### src/rtl/bl_pkg.sv
package bl_pkg;
  typedef enum logic [3:0] {
    PH_IDLE,
    PH_RF_CAS,
    PH_RF_BOTH,
    PH_RF_RAS,
    PH_RF_PRE,
    PH_AC_ROW,
    PH_AC_RAS,
    PH_AC_COL,
    PH_AC_CAS,
    PH_AC_PRE
  } phase_e;
endpackage

### src/rtl/bl_addr_seq.sv
module bl_addr_seq #(
  parameter int ROW_W = 10
) (
  input  logic             clk,
  input  logic             rst_n,
  input  logic             step,
  output logic [ROW_W-1:0] row,
  output logic [ROW_W-1:0] col,
  output logic             play
);
  localparam logic [ROW_W-1:0] HALF_MAX = {ROW_W{1'b1}};
  localparam logic [ROW_W-1:0] ONE      = ROW_W'(1);

  logic [ROW_W-1:0] row_n, col_n;
  logic             play_n;
  logic             row_wrap, col_wrap;

  assign row_wrap = (row == HALF_MAX);
  assign col_wrap = (col == HALF_MAX);

  always_comb begin
    row_n  = row;
    col_n  = col;
    play_n = play;
    if (step) begin
      row_n = row + ONE;
      if (row_wrap) begin
        col_n = col + ONE;
        if (col_wrap) play_n = 1'b1;
      end
    end
  end

  always_ff @(posedge clk or negedge rst_n) begin
    if (!rst_n) begin
      row  <= '0;
      col  <= '0;
      play <= 1'b0;
    end else if (step) begin
      row  <= row_n;
      col  <= col_n;
      play <= play_n;
    end
  end

  AST_ROW_FIRST: assert property (@(posedge clk) disable iff (!rst_n)
    (step && !row_wrap) |=> (col == $past(col)));
  AST_PLAY_STICKY: assert property (@(posedge clk) disable iff (!rst_n)
    play |=> play);
  AST_PLAY_FROM_ZERO: assert property (@(posedge clk) disable iff (!rst_n)
    $rose(play) |-> (row == '0 && col == '0));
endmodule

### src/rtl/bl_seq_fsm.sv
module bl_seq_fsm
  import bl_pkg::*;
#(
  parameter int T_SET     = 1,
  parameter int T_RAS     = 9,
  parameter int T_CAS     = 3,
  parameter int T_PRE     = 7,
  parameter int BURST_LEN = 8
) (
  input  logic   clk,
  input  logic   rst_n,
  input  logic   start,
  output phase_e phase,
  output logic   step
);
  localparam int MAX_A = (T_SET > T_RAS) ? T_SET : T_RAS;
  localparam int MAX_B = (T_CAS > T_PRE) ? T_CAS : T_PRE;
  localparam int MAX_L = (MAX_A > MAX_B) ? MAX_A : MAX_B;
  localparam int TW    = $clog2(MAX_L + 1);
  localparam int BCW   = (BURST_LEN > 1) ? $clog2(BURST_LEN) : 1;
  localparam logic [TW-1:0]  L_SET  = TW'(T_SET - 1);
  localparam logic [TW-1:0]  L_RAS  = TW'(T_RAS - 1);
  localparam logic [TW-1:0]  L_CAS  = TW'(T_CAS - 1);
  localparam logic [TW-1:0]  L_PRE  = TW'(T_PRE - 1);
  localparam logic [BCW-1:0] BC_END = BCW'(BURST_LEN - 1);

  phase_e          ph_q, ph_n;
  logic [TW-1:0]   tmr_q, tmr_n;
  logic [BCW-1:0]  bc_q, bc_n;
  logic            tmr_done;

  function automatic logic [TW-1:0] load_of(input phase_e p);
    case (p)
      PH_RF_BOTH, PH_AC_RAS: load_of = L_RAS;
      PH_AC_CAS:             load_of = L_CAS;
      PH_RF_PRE, PH_AC_PRE:  load_of = L_PRE;
      default:               load_of = L_SET;
    endcase
  endfunction

  assign tmr_done = (tmr_q == '0);

  always_comb begin
    ph_n  = ph_q;
    tmr_n = tmr_q;
    bc_n  = bc_q;
    if (ph_q == PH_IDLE) begin
      if (start) begin
        ph_n  = PH_RF_CAS;
        tmr_n = L_SET;
        bc_n  = '0;
      end
    end else if (!tmr_done) begin
      tmr_n = tmr_q - TW'(1);
    end else begin
      case (ph_q)
        PH_RF_CAS:  ph_n = PH_RF_BOTH;
        PH_RF_BOTH: ph_n = PH_RF_RAS;
        PH_RF_RAS:  ph_n = PH_RF_PRE;
        PH_RF_PRE: begin
          if (bc_q == BC_END) ph_n = PH_AC_ROW;
          else begin
            ph_n = PH_RF_CAS;
            bc_n = bc_q + BCW'(1);
          end
        end
        PH_AC_ROW:  ph_n = PH_AC_RAS;
        PH_AC_RAS:  ph_n = PH_AC_COL;
        PH_AC_COL:  ph_n = PH_AC_CAS;
        PH_AC_CAS:  ph_n = PH_AC_PRE;
        default:    ph_n = PH_IDLE;
      endcase
      tmr_n = load_of(ph_n);
    end
  end

  always_ff @(posedge clk or negedge rst_n) begin
    if (!rst_n) begin
      ph_q  <= PH_IDLE;
      tmr_q <= '0;
      bc_q  <= '0;
    end else begin
      ph_q  <= ph_n;
      tmr_q <= tmr_n;
      bc_q  <= bc_n;
    end
  end

  assign phase = ph_q;
  assign step  = (ph_q == PH_AC_CAS) && tmr_done;

  AST_IDLE_ACCEPT: assert property (@(posedge clk) disable iff (!rst_n)
    (ph_q == PH_IDLE && start) |=> (ph_q == PH_RF_CAS));
  AST_BUSY_IGNORE: assert property (@(posedge clk) disable iff (!rst_n)
    (ph_q == PH_AC_CAS && !tmr_done) |=> (ph_q == PH_AC_CAS));
  AST_PRE_TO_IDLE: assert property (@(posedge clk) disable iff (!rst_n)
    (ph_q == PH_AC_PRE && tmr_done) |=> (ph_q == PH_IDLE));
endmodule

### src/rtl/bitloop_dram_ctrl.sv
module bitloop_dram_ctrl
  import bl_pkg::*;
#(
  parameter int ROW_W     = 10,
  parameter int T_SET     = 1,
  parameter int T_RAS     = 9,
  parameter int T_CAS     = 3,
  parameter int T_PRE     = 7,
  parameter int BURST_LEN = 8
) (
  input  logic             clk,
  input  logic             rst_n,
  input  logic             smp_stb,
  input  logic             sig_in,
  input  logic             dram_q,
  output logic             ras_n,
  output logic             cas_n,
  output logic             we_n,
  output logic [ROW_W-1:0] dram_addr,
  output logic             dram_d,
  output logic             addr_oe,
  output logic             audio_out
);
  phase_e           phase;
  logic             step, play, accept;
  logic [ROW_W-1:0] row, col;
  logic             smp_q, smp_n, aud_q, aud_n;
  logic             ras_on, cas_on, col_sel;

  bl_seq_fsm #(
    .T_SET(T_SET), .T_RAS(T_RAS), .T_CAS(T_CAS), .T_PRE(T_PRE),
    .BURST_LEN(BURST_LEN)
  ) u_fsm (
    .clk(clk), .rst_n(rst_n), .start(smp_stb), .phase(phase), .step(step)
  );

  bl_addr_seq #(.ROW_W(ROW_W)) u_addr (
    .clk(clk), .rst_n(rst_n), .step(step), .row(row), .col(col), .play(play)
  );

  assign accept  = (phase == PH_IDLE) && smp_stb;
  assign col_sel = (phase == PH_AC_COL) || (phase == PH_AC_CAS);
  assign ras_on  = (phase == PH_RF_BOTH) || (phase == PH_RF_RAS) ||
                   (phase == PH_AC_RAS)  || col_sel;
  assign cas_on  = (phase == PH_RF_CAS) || (phase == PH_RF_BOTH) ||
                   (phase == PH_AC_CAS);

  always_comb begin
    smp_n = smp_q;
    aud_n = aud_q;
    if (accept) smp_n = sig_in;
    if (step)   aud_n = play ? dram_q : smp_q;
  end

  always_ff @(posedge clk or negedge rst_n) begin
    if (!rst_n) begin
      smp_q   <= 1'b0;
      aud_q   <= 1'b0;
      addr_oe <= 1'b0;
    end else begin
      addr_oe <= 1'b1;
      if (accept) smp_q <= smp_n;
      if (step)   aud_q <= aud_n;
    end
  end

  assign ras_n     = ~(ras_on & addr_oe);
  assign cas_n     = ~(cas_on & addr_oe);
  assign we_n      = ~(col_sel & ~play & addr_oe);
  assign dram_addr = col_sel ? col : row;
  assign dram_d    = smp_q;
  assign audio_out = aud_q;

  AST_BUS_GATE: assert property (@(posedge clk) disable iff (!rst_n)
    !addr_oe |-> (ras_n && cas_n && we_n));
  AST_WE_IN_RAS: assert property (@(posedge clk) disable iff (!rst_n)
    !we_n |-> !ras_n);
  AST_NO_WRITE_PLAY: assert property (@(posedge clk) disable iff (!rst_n)
    play |-> we_n);
  AST_CBR_ORDER: assert property (@(posedge clk) disable iff (!rst_n)
    ($fell(ras_n) && !cas_n) |-> $past(!cas_n));
  AST_DATA_HELD: assert property (@(posedge clk) disable iff (!rst_n)
    (!we_n && $past(!we_n)) |-> $stable(dram_d));
  AST_COL_ADDR_HELD: assert property (@(posedge clk) disable iff (!rst_n)
    (!cas_n && !ras_n && $past(!ras_n && !cas_n)) |-> $stable(dram_addr));
endmodule

### config.mk
export PLATFORM = sky130hd
export DESIGN_NAME = bitloop_dram_ctrl
export DESIGN_NICKNAME = d
export VERILOG_FILES = /design/src/rtl/bl_pkg.sv /design/src/rtl/bl_addr_seq.sv /design/src/rtl/bl_seq_fsm.sv /design/src/rtl/bitloop_dram_ctrl.sv
export SDC_FILE = /design/constraint.sdc
export NUM_CORES = 1
export LEC_CHECK = 0
export ABC_AREA = 1
export BUFFER_PORTS_ARGS = -buffer_cell sky130_fd_sc_hd__buf_2
export CORE_ASPECT_RATIO = 1.2
export CORE_MARGIN = 3
export CORE_UTILIZATION = 45
export DETAILED_ROUTE_END_ITERATION = 16
export PLACE_DENSITY = 0.7
export SYNTH_ARGS = -nofsm -noshare
export SYNTH_HDL_FRONTEND = slang
export SYNTH_SLANG_ARGS = --single-unit
### constraint.sdc
create_clock -name clk -period 1.65 [get_ports clk]
set_input_delay 0.165 -clock clk [delete_from_list [all_inputs] [get_ports clk]]
set_output_delay 0.165 -clock clk [all_outputs]
set_load 0.02 [all_outputs]
# Word level (Yosys, flattened, before mapping)
# Index checks and enable logic that the tools add are counted.
# totals
mem_bits_ro	0
n_memories	0
latch_bits	0
reg_bits	35
ram_bits	0
word_cells	75
# classes
eq_ne	18
n_div	0
order_cmp	0
bitwise_logic	8
n_mux	18
addsub	4
shifts	0
reduce_logical	18
n_mul	0
# op_table
operator	n
two-way mux 4 bit	8
one-hot mux 4 bit (8 select lines)	1
equality test 4 x 3 -> 1 bit, second input constant	6
adder 10 x 1 -> 10 bit, second input constant	2
equality test 10 bit, second input constant	2
two-way mux 3 bit	6
equality test 4 x 2 -> 1 bit, second input constant	3
equality test 4 bit, second input constant	3
one-hot mux 4 bit (3 select lines)	1
two-way mux 10 bit	1
zero test 4 bit	2
logical OR 1 bit	6
AND 1 bit	4
equality test 4 x 1 -> 1 bit, second input constant	1
!= test 2 bit, second input constant	2
inverter 1 bit	4
AND reduction 2 bit	2
AND reduction 4 bit	1
nonzero test 2 bit	2
OR reduction 2 bit	2
subtractor 4 x 1 -> 4 bit, second input constant	1
adder 3 x 1 -> 3 bit, second input constant	1
equality test 3 bit, second input constant	1
AND reduction 3 bit	1
other kinds (2)	3

# Logic depth before layout (Yosys ltp)
# Gate-level depths: netlist (run 1).
# depth
word_depth	10
depth_mapped	9
ltp_nobuf	8

# Cells and area by module
# A second synthesis (run 1) with hierarchy kept.
# hier_totals
hier_cells	297
area_unflattened_um2	2163.3
# modules_own_cells
module	area_per_inst_um2	cells_per_inst	seq_area_each_um2	n_inst
bl_addr_seq	1071.0	128	525.5	1
bl_seq_fsm	743.2	104	275.3	1
bitloop_dram_ctrl	349.1	65	75.1	1

# Least setup slack after synthesis (run 1)
# Ideal clock, no wire load.
# synth_path
path_type	reg2out
from	register u_fsm.ph_q[0], in the netlist u_fsm.phase[0]
to	output dram_addr[9]
t_required_ns	1.485
stages_incl_launch_ff	7
arrival_ns	1.250
n_path_buf	1
path_slack_ns	0.235
cell_sequence	dfrtp_1 inv_2 nand2_4 nor2_4 or2_4 buf_6 o21ai_2
# synth_via
elab_chain_cells	3
# synth_lines
element	line_no	text
from (decl)	bl_seq_fsm.sv:27	phase_e ph_q, ph_n;
from (signal assigned)	bl_seq_fsm.sv:83	ph_q <= ph_n;
equality test 4 x 3 -> 1 bit or equality test 4 bit (tied branches)	bitloop_dram_ctrl.sv:42	assign col_sel = (phase == PH_AC_COL) || (phase == PH_AC_CAS);
logical OR 1 bit (*)	bitloop_dram_ctrl.sv:42	
two-way mux 10 bit (*)	bitloop_dram_ctrl.sv:70	assign dram_addr = col_sel ? col : row;
to (decl)	bitloop_dram_ctrl.sv:19	output logic [ROW_W-1:0] dram_addr,
# Mark *: on every way between the ends. The rest lies on a longest branch, timed or not.

# Final worst setup path (run 1)
# layout_path
from	register u_fsm.ph_q[2], in the netlist u_fsm.phase[2]
to	output dram_addr[5]
# The elaborated chain is that of the path after synthesis.

==> summary.md, run 1 <==
| Metric | Value |
|---|---|
| Status | `finished, violations left` |
| Violated checks | `setup timing` |
| Hold_ws | `about 0.13 ns` |
| Crit end category | `output port` |
| Vias per inst | `slightly above 5` |
| Period utilization | `1.062` |
| DP Wirelength | `between 3 and 4 mm` |
| Largest net degree at the start of global routing | `36` |
| RSZ-0062 raised after global routing | `true` |
| Overflow after GRT | `0` |
| Clk pin slew, worst setup/hold paths | `roughly 0.070 ns` |
| VDD IR-drop max | `0.8482 mV` |
| Req. time, crit path | `roughly 1.5 ns` |
| CTS buffer count | `5` |
| Clock sink count | `35` |
| Metal2 WL | `~2.9 mm` |
| GRT Overall Usage | `0.1928` |
| Final-report max-slew violation count | `0` |
| Antenna-violating nets left | `0` |
| Seq/Total Area, Yosys | `0.3922` |
| Slowest cell delay on critical path | `0.41 ns` |
| Unique cell type count in the Yosys netlist | `28` |
| Syn Nets | `~320` |
| Power Total | `between 3000 and 4000 uW` |
| Reg area | `879.6 sq um` |
| Max cap viols | `0` |
| Met3 wire len | `212 microns` |
| Synthesized instance count | `304` |
| Die X | `about 70 microns` |
| Wire length per cell | `around 13 microns` |
| Initial DRC Count | `approximately 170` |
| Fillers | `about 420` |
| Num rows | `27` |
| Final WL | `~5.5 mm` |
| Fin. Hold Viols | `0` |
| CTS root buf | `clkbuf_8` |
| CP Cell Sequence | `inv_4, nor3_4, or2_4, o21ai_2, buf_4` |
| Vias in the first global route | `approximately 2,100` |
| Share of cells above drive strength 1 | `0.3011` |
| DRT met1 WL | `2.355 mm` |
| Clock latency on the worst-skew pair | `0.30 ns` |
| Top layer in use | `met4` |
| Initial antenna violation count | `0` |
| Mapped cell area | `about 2200 sq um` |
| Port bufs | `20` |
| # IOs | `21` |
| Crit path launch type | `flip-flop` |
| Syn Area/Cell | `approximately 7.3 sq um` |
| Area of the multi-input gates | `approximately 1300 sq um` |
| ANT cells | `0` |
| DR vias | `2,097` |
| Drt pass-1 iters | `4` |
| Area grow syn2layout | `27.73%` |
| Global-route wire length before repair | `between 9 and 10 mm` |
| Drt drc | `0` |
| Slowest stage cell, crit path | `dfrtp_1` |
| Leak | `roughly 0.0014 uW` |
| H-tree depth | `2` |
| Crit-path leading delay family | `simple AND/OR/NAND/NOR gates` |
| CTS tree | `done` |
| Nets | `about 360` |
| Final setup fails | `12` |
| Critical setup path kind | `reg -> out` |
| Layout Skew | `between 0.01 and 0.015 ns` |
| HP Class | `in -> reg` |
| Fmax | `between 500 and 600 MHz` |
| CTS max path bufs | `2` |
| Die area | `a little under 6000 sq um` |
| Yosys synthesis warning count | `0` |
| Most frequent cells in the layout | `nand2_1 (110), dfrtp_1 (32), inv_1 (24), buf_4 (23), nor2_1 (19)` |
| Worst Path Arrival | `1.59 ns` |
| Worst path bufs/invs | `2` |
| Most common cell after layout, fill and taps aside | `nand2_1` |
| Chip height | `83.18 microns` |
| Power density over cell area | `1064 nW/um^2` |
| Core area | `around 4700 sq um` |
| PnR worst setup slack | `-0.1028 ns` |
| Synth Register Bits | `35` |
| Crit-path max FO | `11` |
| Post-layout minimum cycle time | `between 1.5 and 2 ns` |
| Placer Congestion | `just over 0.9` |
| Initial core utilization | `0.4756` |
-- synthesized netlist by cell type --
cell / instances / area share
a21oi_1: 2 / 0.0045
buf_2: 1 / 0.0022
buf_4: 2 / 0.0067
buf_6: 3 / 0.015
conb_1: 1 / 0.0017
dfrtp_1: 35 / 0.39
ha_1: 6 / 0.034
inv_1: 24 / 0.040
inv_2: 9 / 0.015
nand2_1: 114 / 0.19
nand2_2: 12 / 0.034
nand2_4: 1 / 0.0050
nand3_1: 11 / 0.025
nand3_2: 2 / 0.0090
nand3b_1: 3 / 0.010
nand4_1: 6 / 0.017
nor2_1: 22 / 0.037
nor2_2: 4 / 0.011
nor2_4: 1 / 0.0050
nor3_1: 2 / 0.0045
nor3_2: 1 / 0.0045
o211ai_1: 1 / 0.0034
o21ai_0: 10 / 0.022
o21ai_1: 7 / 0.016
o21ai_2: 10 / 0.039
or2_4: 1 / 0.0039
xnor2_1: 2 / 0.0078
xor2_1: 11 / 0.043
-- layout make-up --
cell class / count / area share
Tap cell: 58 / 0.02544
Clock buffer: 6 / 0.02544
Timing Repair Buffer: 45 / 0.1333
Inverter: 33 / 0.04430
Clock inverter: 1 / 0.01053
Sequential cell: 35 / 0.3083
Multi-Input combinational cell: 232 / 0.4526
-- routing by layer --
metal | vias up | GRT usage
met5 | - | 0
met4 | 0 | 0.08014
met3 | 8 | 0.03995
met2 | 44 | 0.3254
met1 | 1000 | 0.2360
li1 | 1045 | -
-- registers in the layout (all words and copies together) (netlist names) --
name / flops
audio_out: 1
u_fsm.bc_q: 3
u_fsm.phase: 4
dram_d: 1
u_fsm.tmr_q: 4
u_addr.row: 10
u_addr.col: 10
addr_oe: 1
u_addr.play: 1
-- final timing paths --
check                                     from              to  slack (ns)  depth (start not counted)
worst max-delay path            u_fsm.phase[2]    dram_addr[5]       -0.10                          5
worst min-delay path                    sig_in          dram_d        0.13                          3
worst max register to register  u_fsm.phase[0]   u_addr.row[6]        0.06                          7
worst min register to register   u_fsm.bc_q[1]   u_fsm.bc_q[1]        0.48                          2
max in group asynchronous                rst_n  u_fsm.phase[1]        1.08                          3
min in group asynchronous                rst_n   u_addr.col[3]        0.34                          3
-- tightest hold or removal path, cell delays in order --
cell	delay, ns
buf_2	0.08
nor2_1	0.04
a21oi_1	0.10
-- cells by family (layout without fill, tap and decap cells) --
logic type | count (synthesis) | in the layout | synth area share
AOI/OAI and AO/OA | 30 | 30 | 0.08515
xor gates and xnor gates | 13 | 13 | 0.05098
adders and majority gates | 6 | 6 | 0.03361
buffers and inverters | 39 | 85 | 0.07955
DFF | 35 | 35 | 0.3922
other | 1 | 1 | 0.001679
and+or+nand+nor | 180 | 182 | 0.3569
-- power breakdown --
part / switching [uW] / leakage [uW] / internal [uW]
logic: 749 / 0.000873 / 441
clock network: 320 / 0.0000513 / 443
registers: 102 / 0.000462 / 981
-- per-stage QoR --
stage               cells  setup TNS (ns)  setup WS (ns)  instance area (sq um)    util
floorplan             304               0         0.2354                   2233       -
global placement      385               0         0.1074                   2445  0.5207
detailed placement    385               0        0.05440                   2445  0.5207
CTS                   403         -0.3405       -0.04719                   2709  0.5769
global route          410          -2.171        -0.2004                   2853  0.6075
finish                410         -0.9173        -0.1028                   2853  0.6075
-- what timing repair did --
action | CTS | global route
endpoints found under the hold margin | 35 | 0
gates cloned | 2 | 0
setup endpoints to repair | 12 | 32
pin swaps | 4 | 8
buffers inserted | 8 | 7
hold buffers | 1 | 0
gates resized for setup | 27 | 23
Note: power is estimated with default switching activity, not from simulation.
==> run 2, diff against run 1 <==
Settings changed: MAX_ROUTING_LAYER set to met4.
==> summary.md, run 2 (synthesized netlist as in run 1, its figures left out) <==
| Metric | Value |
|---|---|
| Largest registers | `u_addr.col x10, u_addr.row x10` |
| Worst Path Arrival | `between 1.5 and 2 ns` |
| CTS max path bufs | `2` |
| Wire length per cell | `13.44 microns` |
| Area of the multi-input gates | `between 1000 and 1500 sq um` |
| Nets | `roughly 360` |
| Placer Congestion | `0.9526` |
| Drt drc | `0` |
| Placed Area | `2445 sq um` |
| Num rows | `27` |
| Vias per inst | `approximately 5.1` |
| Overflow after GRT | `0` |
| Critical setup path kind | `reg -> out` |
| Power Total | `approximately 3000 uW` |
| Crit path launch type | `flip-flop` |
| Layout Skew | `between 0.01 and 0.015 ns` |
| Clock latency on the worst-skew pair | `0.29 ns` |
| Clock sink count | `35` |
| CTS buffer count | `5` |
| Most common cell after layout, fill and taps aside | `nand2_1` |
| Placed cells | `approximately 390` |
| Antenna-violating nets left | `0` |
| Post-layout minimum cycle time | `approximately 1.8 ns` |
| Final WL | `5.509 mm` |
| CTS tree | `done` |
| Core area | `around 4700 sq um` |
| Drt pass-1 iters | `4` |
| Fillers | `around 420` |
| Initial antenna violation count | `0` |
| H-tree depth | `2` |
| GRT Overall Usage | `0.1979` |
| PnR worst setup slack | `-0.1031 ns` |
| Share of cells above drive strength 1 | `0.3011` |
| Clk pin slew, worst setup/hold paths | `about 0.070 ns` |
| Flop2flop setup slack | `0.07 ns` |
| Leak | `between 0.001 and 0.0015 uW` |
| CTS root buf | `clkbuf_8` |
| Fin cells | `just over 400` |
| Crit-path max FO | `11` |
| Violated checks | `setup timing` |
| Largest net degree at the start of global routing | `36` |
| Die X | `approximately 70 microns` |
| # IOs | `21` |
| Die area | `just under 6000 sq um` |
| Initial core utilization | `0.4756` |
| Status | `finished, violations left` |
| Port bufs | `20` |
| HP Class | `in -> reg` |
| Global-route wire length before repair | `between 9 and 10 mm` |
| DP Wirelength | `~3.5 mm` |
| Req. time, crit path | `1.48 ns` |
| Final-report max-slew violation count | `0` |
| Area grow syn2layout | `27.73%` |
| Max cap viols | `0` |
| Final setup fails | `12` |
| Fmax | `about 570 MHz` |
| Hold_ws | `0.1315 ns` |
| Chip height | `roughly 83 microns` |
| Power density over cell area | `between 1000 and 1500 nW/um^2` |
| Most frequent cells in the layout | `nand2_1 (110), dfrtp_1 (32), inv_1 (24), buf_4 (23), nor2_1 (19)` |
| Period utilization | `1.063` |
| DR vias | `roughly 2,100` |
| Vias in the first global route | `approximately 2,100` |
| Reg area | `879.6 sq um` |
| Fin. Hold Viols | `0` |
| Fin area | `between 2000 and 3000 sq um` |
| Initial DRC Count | `175` |
| Crit end category | `output port` |
| RSZ-0062 raised after global routing | `true` |
| VDD IR-drop max | `0.8446 mV` |
| ANT cells | `0` |
-- run 2: cell counts in the layout (fill, tap and decap cells not counted) --
Identical to the previous run, type by type.
-- run 2: layer usage --
metal | vias to the layer above | wire length (microns) | share of wire | global-route usage
li1 | 1044 | - | - | -
met1 | 988 | 2345 | 0.43 | 0.2344
met2 | 46 | 2856 | 0.52 | 0.3262
met3 | 8 | 220 | 0.040 | 0.03995
met4 | 0 | 87 | 0.016 | 0.08014
met5 | - | 0 | 0 | -
-- run 2: final timing paths --
check	from	endpoint	depth (start not counted)
min in group asynchronous	rst_n	u_addr.col[3]	3
worst min-delay path	sig_in	dram_d	3
worst max register to register	u_fsm.phase[0]	u_addr.row[6]	7
max in group asynchronous	rst_n	u_fsm.phase[1]	3
worst max-delay path	u_fsm.phase[2]	dram_addr[5]	5
worst min register to register	u_fsm.bc_q[1]	u_fsm.bc_q[1]	2
-- run 2: metrics by stage --
stage / setup TNS [ns] / worst slack [ns] / utilization
floorplan: 0 / 0.2354 / -
global placement: 0 / 0.1074 / 0.5207
detailed placement: 0 / 0.05440 / 0.5207
CTS: -0.3405 / -0.04719 / 0.5769
global route: -2.162 / -0.2004 / 0.6075
finish: -0.9112 / -0.1031 / 0.6075
-- run 2: worst max-delay path, cell delays in order, from the launching register on --
cell	delay, ns
dfrtp_1	0.41
inv_4	0.09
nor3_4	0.27
or2_4	0.30
o21ai_2	0.08
buf_4	0.16
-- run 2: layout make-up --
| class | instances | area share |
|---|---|---|
| tap | 58 | 0.02544 |
| inverter | 33 | 0.04430 |
| clock inverter | 1 | 0.01053 |
| sequential | 35 | 0.3083 |
| timing repair buffer | 45 | 0.1333 |
| clock buffer | 6 | 0.02544 |
| multi-input combinational | 232 | 0.4526 |
-- run 2: power breakdown --
part           switching [uW]  total, uW  leakage [uW]  internal (uW)
registers                 101       1080      0.000462            981
logic                     750       1190      0.000873            441
clock network             320        764     0.0000513            443
total                    1170       3040       0.00139           1860
-- run 2: repair_timing --
action	in CTS	in global routing
endpoints found under the hold margin	35	0
gates cloned	2	0
setup endpoints to repair	12	32
pin swaps	4	8
gates resized for setup	27	23
buffers inserted	8	7
hold buffers	1	0
